File: src/rtl/pci_cfg_port.sv
module pci_cfg_port #(
  parameter int IO_AW = 16,
  parameter logic [IO_AW-1:0] ADDR_PORT = 16'h0CF8,
  parameter logic [IO_AW-1:0] DATA_PORT = 16'h0CFC,
  parameter int SEL_LSB = 11,
  parameter int SEL_MSB = 31
) (
  input  logic             clk,
  input  logic             rst_n,
  input  logic             io_req,
  input  logic             io_we,
  input  logic [IO_AW-1:0] io_addr,
  input  logic [3:0]       io_be,
  input  logic [31:0]      io_wdata,
  output logic [31:0]      io_rdata,
  output logic             io_ready,
  output logic             cfg_req,
  output logic             cfg_we,
  output logic             cfg_type1,
  output logic [7:0]       cfg_bus,
  output logic [4:0]       cfg_dev,
  output logic [2:0]       cfg_fn,
  output logic [5:0]       cfg_reg,
  output logic [31:0]      cfg_addr,
  output logic [3:0]       cfg_be,
  output logic [31:0]      cfg_wdata,
  input  logic [31:0]      cfg_rdata,
  input  logic             cfg_ack,
  input  logic             cfg_abort,
  output logic             pio_req,
  output logic             pio_we,
  output logic [IO_AW-1:0] pio_addr,
  output logic [3:0]       pio_be,
  output logic [31:0]      pio_wdata,
  input  logic [31:0]      pio_rdata,
  input  logic             pio_ack
);

  localparam int NUM_SEL = SEL_MSB - SEL_LSB + 1;
  localparam logic [4:0] MAX_DEV = 5'(NUM_SEL - 1);
  localparam logic [31:0] KEEP_MASK = 32'h80FF_FFFC;

  typedef enum logic [1:0] {S_IDLE, S_CFG, S_PIO, S_DONE} state_t;

  state_t            state;
  logic [31:0]       sel_q;
  logic [31:0]       rdata_q;
  logic              h_we;
  logic [IO_AW-1:0]  h_addr;
  logic [3:0]        h_be;
  logic [31:0]       h_wdata;

  wire        en      = sel_q[31];
  wire        is_t1   = sel_q[23:16] != 8'd0;
  wire        dev_ok  = sel_q[15:11] <= MAX_DEV;
  wire        hit_a   = io_addr == ADDR_PORT;
  wire        hit_d   = io_addr == DATA_PORT;
  wire        full    = &io_be;
  wire        take_sel = hit_a && full;
  wire        take_cfg = hit_d && en;

  logic [31:0] dev_sel;
  always_comb begin
    dev_sel = '0;
    if (dev_ok) dev_sel = 32'd1 << (SEL_LSB + 32'(sel_q[15:11]));
  end

  always_ff @(posedge clk or negedge rst_n) begin
    if (!rst_n) begin
      state   <= S_IDLE;
      sel_q   <= '0;
      rdata_q <= '0;
      h_we    <= 1'b0;
      h_addr  <= '0;
      h_be    <= '0;
      h_wdata <= '0;
    end else begin
      case (state)
        S_IDLE: if (io_req) begin
          h_we    <= io_we;
          h_addr  <= io_addr;
          h_be    <= io_be;
          h_wdata <= io_wdata;
          if (take_sel) begin
            if (io_we) sel_q <= io_wdata & KEEP_MASK;
            else       rdata_q <= sel_q;
            state <= S_DONE;
          end else if (take_cfg) begin
            if (!is_t1 && !dev_ok) begin
              rdata_q <= '1;
              state   <= S_DONE;
            end else begin
              state <= S_CFG;
            end
          end else begin
            state <= S_PIO;
          end
        end
        S_CFG: if (cfg_ack) begin
          rdata_q <= cfg_abort ? '1 : cfg_rdata;
          state   <= S_DONE;
        end
        S_PIO: if (pio_ack) begin
          rdata_q <= pio_rdata;
          state   <= S_DONE;
        end
        default: state <= S_IDLE;
      endcase
    end
  end

  assign io_ready  = state == S_DONE;
  assign io_rdata  = rdata_q;

  assign cfg_req   = state == S_CFG;
  assign cfg_we    = h_we;
  assign cfg_be    = h_be;
  assign cfg_wdata = h_wdata;
  assign cfg_type1 = is_t1;
  assign cfg_bus   = sel_q[23:16];
  assign cfg_dev   = sel_q[15:11];
  assign cfg_fn    = sel_q[10:8];
  assign cfg_reg   = sel_q[7:2];
  assign cfg_addr  = is_t1 ? {8'h00, sel_q[23:2], 2'b01}
                           : (dev_sel | {21'd0, sel_q[10:2], 2'b00});

  assign pio_req   = state == S_PIO;
  assign pio_we    = h_we;
  assign pio_addr  = h_addr;
  assign pio_be    = h_be;
  assign pio_wdata = h_wdata;

  AST_SEL_ONLY_IDLE: assert property (@(posedge clk) disable iff (!rst_n)
    state != S_IDLE |=> $stable(sel_q));
  AST_NARROW_PASS: assert property (@(posedge clk) disable iff (!rst_n)
    (state == S_IDLE && io_req && hit_a && !full) |=> (pio_req && $stable(sel_q)));
  AST_DISABLED_PASS: assert property (@(posedge clk) disable iff (!rst_n)
    (state == S_IDLE && io_req && hit_d && !en) |=> (pio_req && !cfg_req));
  AST_T0_ONEHOT: assert property (@(posedge clk) disable iff (!rst_n)
    (cfg_req && !cfg_type1) |-> ($onehot(cfg_addr[31:11]) && cfg_addr[1:0] == 2'b00));
  AST_T1_FORM: assert property (@(posedge clk) disable iff (!rst_n)
    (cfg_req && cfg_type1) |-> (cfg_addr[1:0] == 2'b01 && cfg_bus != 8'd0));
  AST_REQ_HOLD: assert property (@(posedge clk) disable iff (!rst_n)
    (cfg_req && !cfg_ack) |=> (cfg_req && !io_ready));
  AST_ABORT_ONES: assert property (@(posedge clk) disable iff (!rst_n)
    (cfg_req && cfg_ack && cfg_abort) |=> (io_ready && io_rdata == 32'hFFFF_FFFF));
  AST_NO_HIGH_DEV: assert property (@(posedge clk) disable iff (!rst_n)
    (cfg_req && !cfg_type1) |-> cfg_dev <= MAX_DEV);
  AST_ONE_SIDE: assert property (@(posedge clk) disable iff (!rst_n)
    !(cfg_req && pio_req));
  AST_READY_PULSE: assert property (@(posedge clk) disable iff (!rst_n)
    io_ready |=> !io_ready);

endmodule

File: config.mk
export PLATFORM = sky130hd
export DESIGN_NAME = pci_cfg_port
export DESIGN_NICKNAME = d
export VERILOG_FILES = /design/src/rtl/pci_cfg_port.sv
export SDC_FILE = /design/constraint.sdc
export NUM_CORES = 1
export LEC_CHECK = 0
export BUFFER_PORTS_ARGS = -buffer_cell sky130_fd_sc_hd__buf_2
export CORE_AREA = 2 2 119 121
export CTS_CLUSTER_SIZE = 25
export DETAILED_ROUTE_END_ITERATION = 10
export DIE_AREA = 0 0 121 123
export HOLD_SLACK_MARGIN = 0.12
export PLACE_DENSITY = 0.76
export SYNTH_ARGS = -nofsm -noshare
export SYNTH_HDL_FRONTEND = slang
export SYNTH_SLANG_ARGS = --single-unit
File: constraint.sdc
create_clock -name clk -period 2.08 [get_ports clk]
set_input_delay 0.208 -clock clk [delete_from_list [all_inputs] [get_ports clk]]
set_output_delay 0.208 -clock clk [all_outputs]
set_load 0.02 [all_outputs]
# ---- Word-level counts from Yosys, hierarchy flattened
# Index checks and enable logic that the tools add are counted.
dict set report classes {
  n_addsub 1
  n_reduce_logical 13
  shift 1
  muxes 18
  eq_ne 11
  multipliers 0
  bitwise 1
  n_lt_le_gt_ge 1
  div 0
}
# op n
set ops {}
lappend ops {{$mux 32} 10}
lappend ops {{$pmux 32 s3} 1}
lappend ops {{$eq 16x12->1 const B} 2}
lappend ops {{$or 32x11->32} 1}
lappend ops {{$shl 1x6->32 const A} 1}
lappend ops {{$mux 2} 6}
lappend ops {{$ne 3x3->1 const B} 3}
lappend ops {{$reduce_and 4->1} 2}
lappend ops {{$reduce_bool 8->1} 1}
lappend ops {{$reduce_and 7->1} 1}
lappend ops {{$add 4x5->6 const A} 1}
lappend ops {{$pmux 2 s3} 1}
lappend ops {{$le 5x5->1 const B} 1}
lappend ops {{$eq 2x2->1 const B} 2}
lappend ops {{$ne 2x1->1 const B} 2}
lappend ops {{$logic_and 1x1->1} 3}
lappend ops {{$reduce_and 3->1} 1}
lappend ops {{$reduce_bool 3->1} 1}
lappend ops {{$eq 2x1->1 const B} 1}
lappend ops {{$logic_not 1->1} 2}
lappend ops {{$logic_not 2->1} 1}
lappend ops {{$ne 2x2->1 const B} 1}
lappend ops {{$reduce_and 2->1} 1}
dict set report word_totals {
  mem_count 0
  word_cells 53
  inputBits 123
  ram_bits 0
  romBits 0
  out_inout_bits 180
  latch_bits 0
  register_bits 110
}

# ---- Depth between registers and ports, before layout
# Gate-level depths: netlist (run 1).
dict set report depth {
  ltp_word 8
  mapped_depth 9
  ltp_nobuf 7
}

# ---- Worst setup path before layout (run 1)
# No wires, ideal clock.
dict set report synth_path {
  kind {register -> output}
  startpoint {register sel_q[19]}
  endpoint {output port cfg_addr[29]}
  stages_incl_launch_ff 6
  required_time_ns 1.872
  arrival_ns 2.000
  setup_slack_ns -0.128
  path_cell_list {dfrtp_1 > nor4_1 > and2_1 > nand2_1 > or4_4 > nor3_1}
}
dict set report synth_between {
  elab_chain_len 2
}
# item line_no
set synth_lines {}
lappend synth_lines {{start: declaration} 46} ;# logic [31:0] sel_q;
lappend synth_lines {{start signal: assignment} 85} ;# if (io_we) sel_q <= io_wdata & KEEP_MASK;
lappend synth_lines {{$reduce_bool 8->1} 54} ;# wire is_t1 = sel_q[23:16] != 8'd0;
lappend synth_lines {{$mux 32} 124} ;# assign cfg_addr = is_t1 ? {8'h00, sel_q[23:2], 2'b01}
lappend synth_lines {{end: declaration} 24} ;# output logic [31:0] cfg_addr,
# Every way passes these cells.

# ---- Final worst setup path (run 1)
dict set report layout_path {
  startpoint {register sel_q[22]}
  endpoint {output port cfg_addr[17]}
}
# Same word-level chain as after synthesis.

==> results of run 1 <==
timing repair:
item | 4_1_cts | 5_1_grt
endpoints found under the setup margin | 43 | 53
pin swaps | 15 | 11
buffers inserted | 2 | 2
hold endpoints to repair | 95 | 0
gates resized for setup | 32 | 24
hold buffers | 48 | 0
cloned | 0 | 1
cell type report:
class	count	share of cell area, %
Tap cell	180	2.721
Inverter	29	1.315
Clock inverter	4	0.6350
Sequential cell	110	33.26
Multi-Input combinational cell	311	29.68
Timing Repair Buffer	387	29.29
Clock buffer	12	3.099
flip-flops by register name, indices dropped and copies added (netlist names):
signal / flops
cfg_be: 4
cfg_wdata: 32
cfg_we: 1
io_rdata: 32
pio_addr: 16
sel_q: 23
state: 2
logic make-up (layout without fill, tap and decap cells):
logic type	after synthesis	count (layout)	share of synthesized area, %
fa+ha+maj	4	4	0.8636
simple gates	116	116	10.15
compound gates	83	83	8.225
buf+inv	127	432	12.46
mux	107	107	20.75
flops	110	110	47.50
other cells	1	1	0.06470
worst reg2reg max path, cell delays in order, from the launching register on:
cell     delay, ns
dfrtp_1       0.39
nor4_2        0.29
buf_4         0.15
buf_4         0.09
nand4_1       0.15
nor3_2        0.26
o21ai_4       0.11
buf_12        0.17
mux2_4        0.30
metal layers:
layer,part of all wire [%],up-vias
met5,0.089,-
met3,6.4,28
met2,49,196
li1,-,2433
met1,42,2492
met4,2.1,2
stage by stage:
step	hold slack, ns	util [%]	total power [W]	setup WS (ns)	instance area [um2]
final	0.1233	60.80	0.01185	-0.2223	8275
after global routing	0.1293	60.80	0.01258	-0.3258	8275
after CTS	0.1217	59.92	0.01191	-0.2235	8157
after detailed placement	0.1917	53.21	0.009921	-0.09738	7243
after global placement	0.1922	53.21	0.009791	-0.02559	7243
after floorplan	-0.08759	-	0.008303	-0.07784	5808
power breakdown:
group	switching (W)	internal, W
registers	0.000536	0.00302
logic	0.00382	0.00267
clock network	0.000797	0.00101
placed cells by master (no fill, tap or decap), types with 11 or more instances in the layout:
cell / Yosys / layout
nand2_1: 47 / 44
dfrtp_1: 110 / 110
mux2i_1: 23 / 23
inv_1: 28 / 28
o21ai_1: 20 / 20
o21ai_0: 38 / 36
buf_4: 62 / 41
buf_2: 4 / 282
dlygate4sd3_1: 0 / 48
nand3_1: 27 / 27
mux2_2: 77 / 77
buf_6: 1 / 11
final timing paths:
kind | endpoint | start | slack (ns) | cells past startpoint
max reg2reg | io_rdata[28]$_DFFE_PN0P_ | sel_q[16]$_DFFE_PN0P_ | 0.06 | 8
min in group asynchronous | io_rdata[10]$_DFFE_PN0P_ | rst_n | 0.35 | 2
max in group asynchronous | cfg_wdata[20]$_DFFE_PN0P_ | rst_n | 1.15 | 3
min reg2reg | io_rdata[24]$_DFFE_PN0P_ | io_rdata[24]$_DFFE_PN0P_ | 0.50 | 1
max | cfg_addr[17] | sel_q[22]$_DFFE_PN0P_ | -0.22 | 6
min | cfg_wdata[13]$_DFFE_PN0P_ | io_wdata[13] | 0.12 | 2
==> results.sh, run 1 <==
export IMPL_drtIter0Drc=287
export IMPL_use_met3_pct=5.074
export IMPL_crit_path_top_delay_cell="or4_4"
export IMPL_clock_root_buffer="clkbuf_16"
export IMPL_synth_area_leader_cell="dfrtp_1"
export IMPL_grt_max_degree=41
export IMPL_dpl_hpwl_um=12800
export IMPL_syn_num_nets=675
export IMPL_crit_type="flop to output port"
export IMPL_fin_cells=1033
export IMPL_synth_top_cell_area_share_pct=47.50
export IMPL_synth_most_common_cell="dfrtp_1"
export IMPL_areaGrowthSynthToFinish_pct=42.79
export IMPL_synth_async_reset_ratio_pct=100.0
export IMPL_cts_tree="yes"
export IMPL_ant_nets=0
export IMPL_top_usage_layer="met2"
export IMPL_rsz0062_at_grt="yes"
export IMPL_h_tree_depth=3
export IMPL_grtUsageMet2_pct=38.80
export IMPL_synthTopCellsByCount="dfrtp_1 (110), mux2_2 (77), buf_4 (62), nand2_1 (47), o21ai_0 (38)"
export IMPL_numCtsBuffers=9
export IMPL_critPathTopFamily="simple AND/OR/NAND/NOR gates"
export IMPL_yosysWarnings=0
export IMPL_syn_area_mm2=0.005796
export IMPL_drt_wirelength_per_cell_um=17.33
export IMPL_cp_slowest_stage_delay_ns=0.49
export IMPL_die_area_mm2=0.01488
export IMPL_finalSetupViolCount=19
export IMPL_cp_max_fo=4
export IMPL_cts_sinks=110
export IMPL_hold_violations=0
export IMPL_status="finished, violations left"
export IMPL_fp_dieW_um=121
export IMPL_grt_antenna_before_repair=1
export IMPL_finClkSkew_ns=0.008853
export IMPL_fill_cells=1140
export IMPL_grt_pass1_wl_um=26720
export IMPL_dr_pass1_iters=4
export IMPL_clock_latency_ns=0.35
export IMPL_globalRouteOverflowTotal=0
export IMPL_dp_cells=964
export IMPL_clk_pin_slew_worst_paths_ns=0.07
export IMPL_p_leak_nw=4.378
export IMPL_endpoint_kind="output port"
export IMPL_drive_above_1_share_pct=54.51
export IMPL_routabilityCongestion=0.8990
export IMPL_synth_ff_type="dfrtp_1"
export IMPL_post_route_min_period_ns=2.302
export IMPL_setup_slack_ns=-0.2223
export IMPL_syn_inst=548
export IMPL_start_util_pct=42.58
export IMPL_arrival_ns=2.09
export IMPL_drv_cap=0
export IMPL_drc_errors=0
export IMPL_core_area_mm2=0.01361
export IMPL_required_ns=1.87
export IMPL_ys_ff_latch=110
export IMPL_regArea_mm2=0.002753
export IMPL_tns_ns=-2.401
export IMPL_io_pins=303
export IMPL_syn_avg_cell_area_um2=10.58
export IMPL_track_usage_pct=23.54
export IMPL_wirelength_um=17900
export IMPL_die_h_um=123
export IMPL_met1_usage_pct=30.18
export IMPL_path_cells="nor4_2 -> and2_1 -> nand2_1 -> or4_4 -> o21bai_4 -> buf_6"
export IMPL_antenna_cells=0
export IMPL_portBuffers=301
export IMPL_rows=43
export IMPL_clockBufferDepth=2
export IMPL_start_kind="flop"
export IMPL_finalMaxSlewViolations=0
export IMPL_dr_total_vias=5151
export IMPL_final_net_count=975
export IMPL_p_per_area_mw_per_mm2=1432
export IMPL_min_period_over_period_pct=110.7
export IMPL_fmax_mhz=434.4
export IMPL_multi_input_area_mm2=0.002456
export IMPL_synthTopCellsByArea="dfrtp_1 (47%), mux2_2 (15%), buf_4 (8.0%)"
export IMPL_ys_seq_area_share_pct=47.50
export IMPL_irDropWorstVdd_mv=0.7725
export IMPL_viasPerCell=4.986
export IMPL_hold_path_class="input pin to flop"
export IMPL_path_buf_inv=1
export IMPL_violations="setup timing"
export IMPL_grt_pass1_vias=5082
export IMPL_synth_edf_count=0
export IMPL_yosysUniqueCellTypes=44
Note: power is estimated with default switching activity, not from simulation.
==> run 2, diff against run 1 <==
==> config.mk (replaced) <==
export PLATFORM = sky130hd
export DESIGN_NAME = pci_cfg_port
export DESIGN_NICKNAME = d
export VERILOG_FILES = /design/src/rtl/pci_cfg_port.sv
export SDC_FILE = /design/constraint.sdc
export NUM_CORES = 1
export LEC_CHECK = 0
export ABC_AREA = 1
export BUFFER_PORTS_ARGS = -buffer_cell sky130_fd_sc_hd__buf_2
export CORE_AREA = 2 2 117 119
export CTS_CLUSTER_SIZE = 25
export DETAILED_ROUTE_END_ITERATION = 10
export DIE_AREA = 0 0 119 121
export HOLD_SLACK_MARGIN = 0.12
export PLACE_DENSITY = 0.81
export SYNTH_ARGS = -nofsm -noshare
export SYNTH_HDL_FRONTEND = slang
export SYNTH_SLANG_ARGS = --single-unit
==> run 2 against run 1 <==
The flow still finishes with violations (setup timing). Total power grew 5.3%. Clock skew shrank 0.0021 ns. Sequential cell count is the same. Critical endpoint is now cfg_addr[24]. Clock power shrank 9%. Register-to-register slack gained 0.13 ns. Global-route usage grew 4.4 points. Highest routed layer is now met4. Sequential power grew 1%.
==> results.sh, run 2 <==
export IMPL_die_area_mm2=0.01440
export IMPL_syn_inst=812
export IMPL_synthTopCellsByArea="dfrtp_1 (45%), nand2_1 (17%), buf_4 (7.8%)"
export IMPL_rows=42
export IMPL_viasPerCell=5.002
export IMPL_hold_path_class="input pin to flop"
export IMPL_syn_area_mm2=0.006080
export IMPL_core_area_mm2=0.01309
export IMPL_dpl_hpwl_um=14250
export IMPL_synth_top_cell_area_share_pct=45.28
export IMPL_syn_num_nets=939
export IMPL_globalRouteOverflowTotal=0
export IMPL_synthTopCellsByCount="nand2_1 (281), dfrtp_1 (110), o21ai_0 (91), buf_4 (63), inv_1 (52)"
export IMPL_arrival_ns=1.89
export IMPL_slew_headroom_pct=58.97
export IMPL_antenna_cells=0
export IMPL_violations="setup timing"
export IMPL_cts_tree="yes"
export IMPL_finalSetupViolCount=1
export IMPL_synth_area_leader_cell="dfrtp_1"
export IMPL_drc_errors=0
export IMPL_worst_hold_slack_ns=0.1287
export IMPL_required_ns=1.87
export IMPL_areaGrowthSynthToFinish_pct=35.15
export IMPL_yosysWarnings=0
export IMPL_clock_latency_ns=0.35
export IMPL_fill_cells=1139
export IMPL_track_usage_pct=27.98
export IMPL_routabilityCongestion=0.8834
export IMPL_yosysUniqueCellTypes=32
export IMPL_setup_slack_ns=-0.02072
export IMPL_clk_pin_slew_worst_paths_ns=0.07
export IMPL_synth_async_reset_ratio_pct=100.0
export IMPL_dr_total_vias=6322
export IMPL_mostFrequentLayoutCells="buf_2 (292), nand2_1 (278), dfrtp_1 (110), o21ai_0 (85), inv_1 (44)"
export IMPL_portBuffers=301
export IMPL_status="finished, violations left"
export IMPL_final_net_count=1210
export IMPL_crit_type="flop to output port"
export IMPL_hold_violations=0
export IMPL_irDropWorstVdd_mv=0.7381
export IMPL_fin_total_pwr_w=0.01247
export IMPL_drive_above_1_share_pct=37.13
export IMPL_io_pins=303
export IMPL_drt_wirelength_per_cell_um=15.92
export IMPL_rsz0062_at_grt="yes"
export IMPL_layout_commonest_cell="buf_2"
export IMPL_grt_pass1_wl_um=31650
export IMPL_p_leak_nw=4.658
export IMPL_p_per_area_mw_per_mm2=1518
export IMPL_numCtsBuffers=9
export IMPL_post_route_min_period_ns=2.101
export IMPL_finalMaxSlewViolations=0
export IMPL_synth_ff_type="dfrtp_1"
export IMPL_tightest_slew_ns=0.6154
export IMPL_place_ws_ns=0.1885
export IMPL_drtIter0Drc=484
export IMPL_h_tree_depth=3
export IMPL_synth_most_common_cell="nand2_1"
export IMPL_min_period_over_period_pct=101.0
export IMPL_clockBufferDepth=2
export IMPL_start_kind="flop"
export IMPL_grt_max_degree=111
export IMPL_ant_nets=0
export IMPL_clock_root_buffer="clkbuf_16"
export IMPL_finClkSkew_ns=0.006781
export IMPL_synth_edf_count=0
export IMPL_ys_seq_area_share_pct=45.28
export IMPL_dr_pass1_iters=5
export IMPL_fmax_mhz=476.0
export IMPL_drv_cap=0
export IMPL_cp_max_fo=5
export IMPL_ys_ff_latch=110
export IMPL_fp_dieW_um=119
export IMPL_endpoint_kind="output port"
export IMPL_grt_antenna_before_repair=0
export IMPL_die_h_um=121
export IMPL_start_util_pct=46.46
export IMPL_wirelength_um=20120
export IMPL_grt_pass1_vias=6064
export IMPL_cts_sinks=110
export IMPL_syn_avg_cell_area_um2=7.487
-- run 2: changes by cell type in the layout (fill, tap and decap cells not counted), sizes merged, moves of 8 or more --
cell / change
nand2: +247
a21oi: +24
inv: +27
mux2: -84
nand3: +16
o21bai: -8
a31oi: -9
nor2: +14
mux2i: -23
dlygate4sd3: -11
o21ai: +66
-- run 2: path summary, 6_finish.rpt --
path,startpoint,endpoint,slack (ns),cells after the start
worst max-delay path,sel_q[20]$_DFFE_PN0P_,cfg_addr[24],-0.02,9
worst min-delay path,io_wdata[14],sel_q[14]$_DFFE_PN0P_,0.13,3
worst max register to register,state[0]$_DFFE_PN0P_,io_rdata[23]$_DFFE_PN0P_,0.19,10
worst min register to register,io_rdata[30]$_DFFE_PN0P_,io_rdata[30]$_DFFE_PN0P_,0.47,2
max in group asynchronous,rst_n,io_rdata[0]$_DFFE_PN0P_,1.12,3
min in group asynchronous,rst_n,sel_q[8]$_DFFE_PN0P_,0.46,3
-- run 2: metrics by stage --
stage               instance area, um2  TNS [ns]  utilization (%)  instances
global placement                  7336         0            56.06       1199
global route                      8217   -0.1792            62.79       1264
finish                            8217  -0.02072            62.79       1264
floorplan                         6080         0                -        812
CTS                               8065         0            61.64       1254
detailed placement                7336         0            56.06       1199
-- run 2: cell type report --
class	count	area, um2	area share, %
flip-flops and latches	110	2753	33.50
clock inverters	5	45.04	0.5482
well taps	176	220.2	2.680
repair buffers	375	2242	27.29
clock buffers	11	232.7	2.832
inverters	58	220.2	2.680
multi-input cells	529	2504	30.47
-- run 2: cells by family (layout without fill, tap and decap cells) --
| group | after synthesis | after routing | share of synthesized area, % |
|---|---|---|---|
| AOI/OAI and AO/OA | 157 | 157 | 13.23 |
| adders and majority gates | 4 | 4 | 0.8232 |
| buffers and inverters | 173 | 449 | 15.35 |
| DFF | 110 | 110 | 45.28 |
| other | 1 | 1 | 0.06168 |
| and+or+nand+nor | 367 | 367 | 25.25 |
-- run 2: what timing repair did --
item,CTS,global route
endpoints found under the setup margin,18,53
endpoints found under the hold margin,149,0
gates resized for setup,18,29
cloned,0,0
hold buffers,37,0
setup buffers,2,10
pin swaps,2,6
-- run 2: routing by layer --
layer	global-route usage (%)	wire [um]	part of all wire [%]
met1	37.32	8479	42
met4	9.896	530	2.6
met5	0	0	0
met3	4.746	1224	6.1
met2	46.12	9889	49
-- run 2: power breakdown --
part           switching, W  internal, W
combinational       0.00482      0.00242
sequential         0.000589      0.00301
clock              0.000810     0.000830
total               0.00622      0.00626
-- run 2: critical path: stages (launching register included) --
cell and delay [ns]:
dfrtp_1 0.39, inv_2 0.07, nand2_1 0.06, nor2_2 0.14
nand2_2 0.09, inv_2 0.10, buf_6 0.12, nand3_4 0.11
nor3_1 0.24, buf_2 0.22
==> run 3, diff against run 2 <==
--- a/config.mk
+++ b/config.mk
@@ -13,6 +13,7 @@
 export DIE_AREA = 0 0 119 121
 export HOLD_SLACK_MARGIN = 0.12
 export PLACE_DENSITY = 0.81
+export RECOVER_POWER = 50
 export SYNTH_ARGS = -nofsm -noshare
 export SYNTH_HDL_FRONTEND = slang
 export SYNTH_SLANG_ARGS = --single-unit
==> run 3 against run 2 <==
The flow still finishes with violations (setup timing). Register-to-register slack is essentially flat. Clock power barely moved. Critical path depth stayed put. Largest power group unchanged. Die area unchanged. Total power is 1.7% lower. Utilization decreased by 0.95 points. Critical endpoint unchanged.
==> results.sh, run 3 (synthesis results as in run 2) <==
export IMPL_grt_pass1_vias=6064
export IMPL_fill_cells=1200
export IMPL_irDropWorstVdd_mv=0.7312
export IMPL_antenna_cells=0
export IMPL_regArea_mm2=0.002753
export IMPL_globalRouteOverflowTotal=0
export IMPL_core_area_mm2=0.01309
export IMPL_wirelength_um=20180
export IMPL_required_ns=1.87
export IMPL_violations="setup timing"
export IMPL_hold_violations=0
export IMPL_endpoint_kind="output port"
export IMPL_finalMaxSlewViolations=0
export IMPL_cts_tree="yes"
export IMPL_drt_wirelength_per_cell_um=15.97
export IMPL_clockBufferDepth=2
export IMPL_routabilityCongestion=0.8834
export IMPL_postLayoutCoreUtil_pct=61.85
export IMPL_drive_above_1_share_pct=28.95
export IMPL_clock_latency_ns=0.35
export IMPL_final_net_count=1210
export IMPL_dr_total_vias=6343
export IMPL_clk_pin_slew_worst_paths_ns=0.07
export IMPL_numCtsBuffers=9
export IMPL_status="finished, violations left"
export IMPL_io_pins=303
export IMPL_dr_pass1_iters=5
export IMPL_cp_common_cell="inv_2"
export IMPL_slew_headroom_pct=5.039
export IMPL_tns_ns=-0.02636
export IMPL_finalSetupViolCount=1
export IMPL_die_h_um=121
export IMPL_clock_root_buffer="clkbuf_16"
export IMPL_fmax_mhz=474.8
export IMPL_finClkSkew_ns=0.005809
export IMPL_rows=42
export IMPL_viasPerCell=5.018
export IMPL_multi_input_area_mm2=0.002504
export IMPL_cts_sinks=110
export IMPL_drc_errors=0
export IMPL_cp_slowest_stage_delay_ns=0.39
export IMPL_die_area_mm2=0.01440
export IMPL_ant_nets=0
export IMPL_drtIter0Drc=462
export IMPL_post_route_min_period_ns=2.106
export IMPL_fin_total_pwr_w=0.01226
export IMPL_areaGrowthSynthToFinish_pct=33.11
export IMPL_drv_cap=0
export IMPL_portBuffers=301
export IMPL_p_per_area_mw_per_mm2=1515
export IMPL_fin_cells=1264
export IMPL_layout_commonest_cell="nand2_1"
export IMPL_hold_path_class="input pin to flop"
export IMPL_rsz0062_at_grt="yes"
export IMPL_crit_type="flop to output port"
export IMPL_dp_cells=1199
export IMPL_dpl_hpwl_um=14250
export IMPL_grt_pass1_wl_um=31650
export IMPL_p_leak_nw=4.370
export IMPL_grt_antenna_before_repair=0
export IMPL_grt_max_degree=111
export IMPL_arrival_ns=1.90
export IMPL_start_util_pct=46.46
export IMPL_crit_path_top_delay_cell="dfrtp_1"
export IMPL_tightest_slew_ns=1.424
export IMPL_h_tree_depth=3
export IMPL_min_period_over_period_pct=101.3
export IMPL_path_cells="inv_2 -> nand2_1 -> nor2_2 -> nand2_2 -> inv_2 -> buf_6 -> nand3_4 -> nor3_1 -> buf_2"
export IMPL_track_usage_pct=27.98
export IMPL_mostFrequentLayoutCells="nand2_1 (278), buf_2 (203), dfrtp_1 (110), clkbuf_1 (91), o21ai_0 (85)"
export IMPL_fp_dieW_um=119
export IMPL_setup_slack_ns=-0.02636
export IMPL_start_kind="flop"
export IMPL_cp_max_fo=5
run 3: cell types whose count changed in the layout (fill, tap and decap cells not counted):
cell / change
buf_2: -89
buf_12: -1
clkbuf_1: +89
clkbuf_4: +1
run 3: power by group:
group	switching, W	internal (W)
combinational	0.00481	0.00219
clock	0.000808	0.000830
sequential	0.000619	0.00301
run 3: worst paths after layout:
| check | start | to | slack, ns | depth (start not counted) |
|---|---|---|---|---|
| worst max-delay path | sel_q[20]$_DFFE_PN0P_ | cfg_addr[24] | -0.03 | 9 |
| worst min-delay path | io_wdata[14] | sel_q[14]$_DFFE_PN0P_ | 0.13 | 3 |
| worst max register to register | state[1]$_DFFE_PN0P_ | io_rdata[23]$_DFFE_PN0P_ | 0.20 | 10 |
| worst min register to register | io_rdata[0]$_DFFE_PN0P_ | io_rdata[0]$_DFFE_PN0P_ | 0.47 | 2 |
| max in group asynchronous | rst_n | io_rdata[12]$_DFFE_PN0P_ | 0.33 | 3 |
| min in group asynchronous | rst_n | cfg_wdata[7]$_DFFE_PN0P_ | 0.80 | 3 |
run 3: cell type report:
type                            instances  share of cell area (%)
Sequential cell                       110                   34.01
Tap cell                              176                   2.721
Clock inverter                          5                  0.5566
Clock buffer                           11                   2.876
Inverter                               58                   2.721
Timing Repair Buffer                  375                   26.18
Multi-Input combinational cell        529                   30.94
run 3: worst max-delay path, delay by kind of cell (launching register included):
family        cells  cell delay, ns
simple gates      5            0.65
buf+inv           4            0.53
flops             1            0.39
run 3: metrics by stage:
step	worst slack [ns]	cell area [um2]	hold WS, ns
detailed placement	0.1885	7336	0.3386
global placement	0.1662	7336	0.3346
global route	-0.06587	8093	0.1486
CTS	0.02885	8065	0.1219
finish	-0.02636	8093	0.1280
floorplan	0.1994	6080	-0.08759
run 3: what timing repair did:
| action | 4_1_cts | 5_1_grt |
|---|---|---|
| cloned | 0 | 0 |
| hold buffers | 37 | 0 |
| resized for setup | 18 | 29 |
| endpoints found under the hold margin | 149 | 0 |
| pin swaps | 2 | 6 |
| buffers inserted | 2 | 10 |
| endpoints found under the setup margin | 18 | 53 |
run 3: per-layer routing:
metal	global-route usage (%)	part of all wire (%)
met5	0	0
met1	37.32	42
met2	46.12	49
met3	4.746	6.4
met4	9.896	2.9
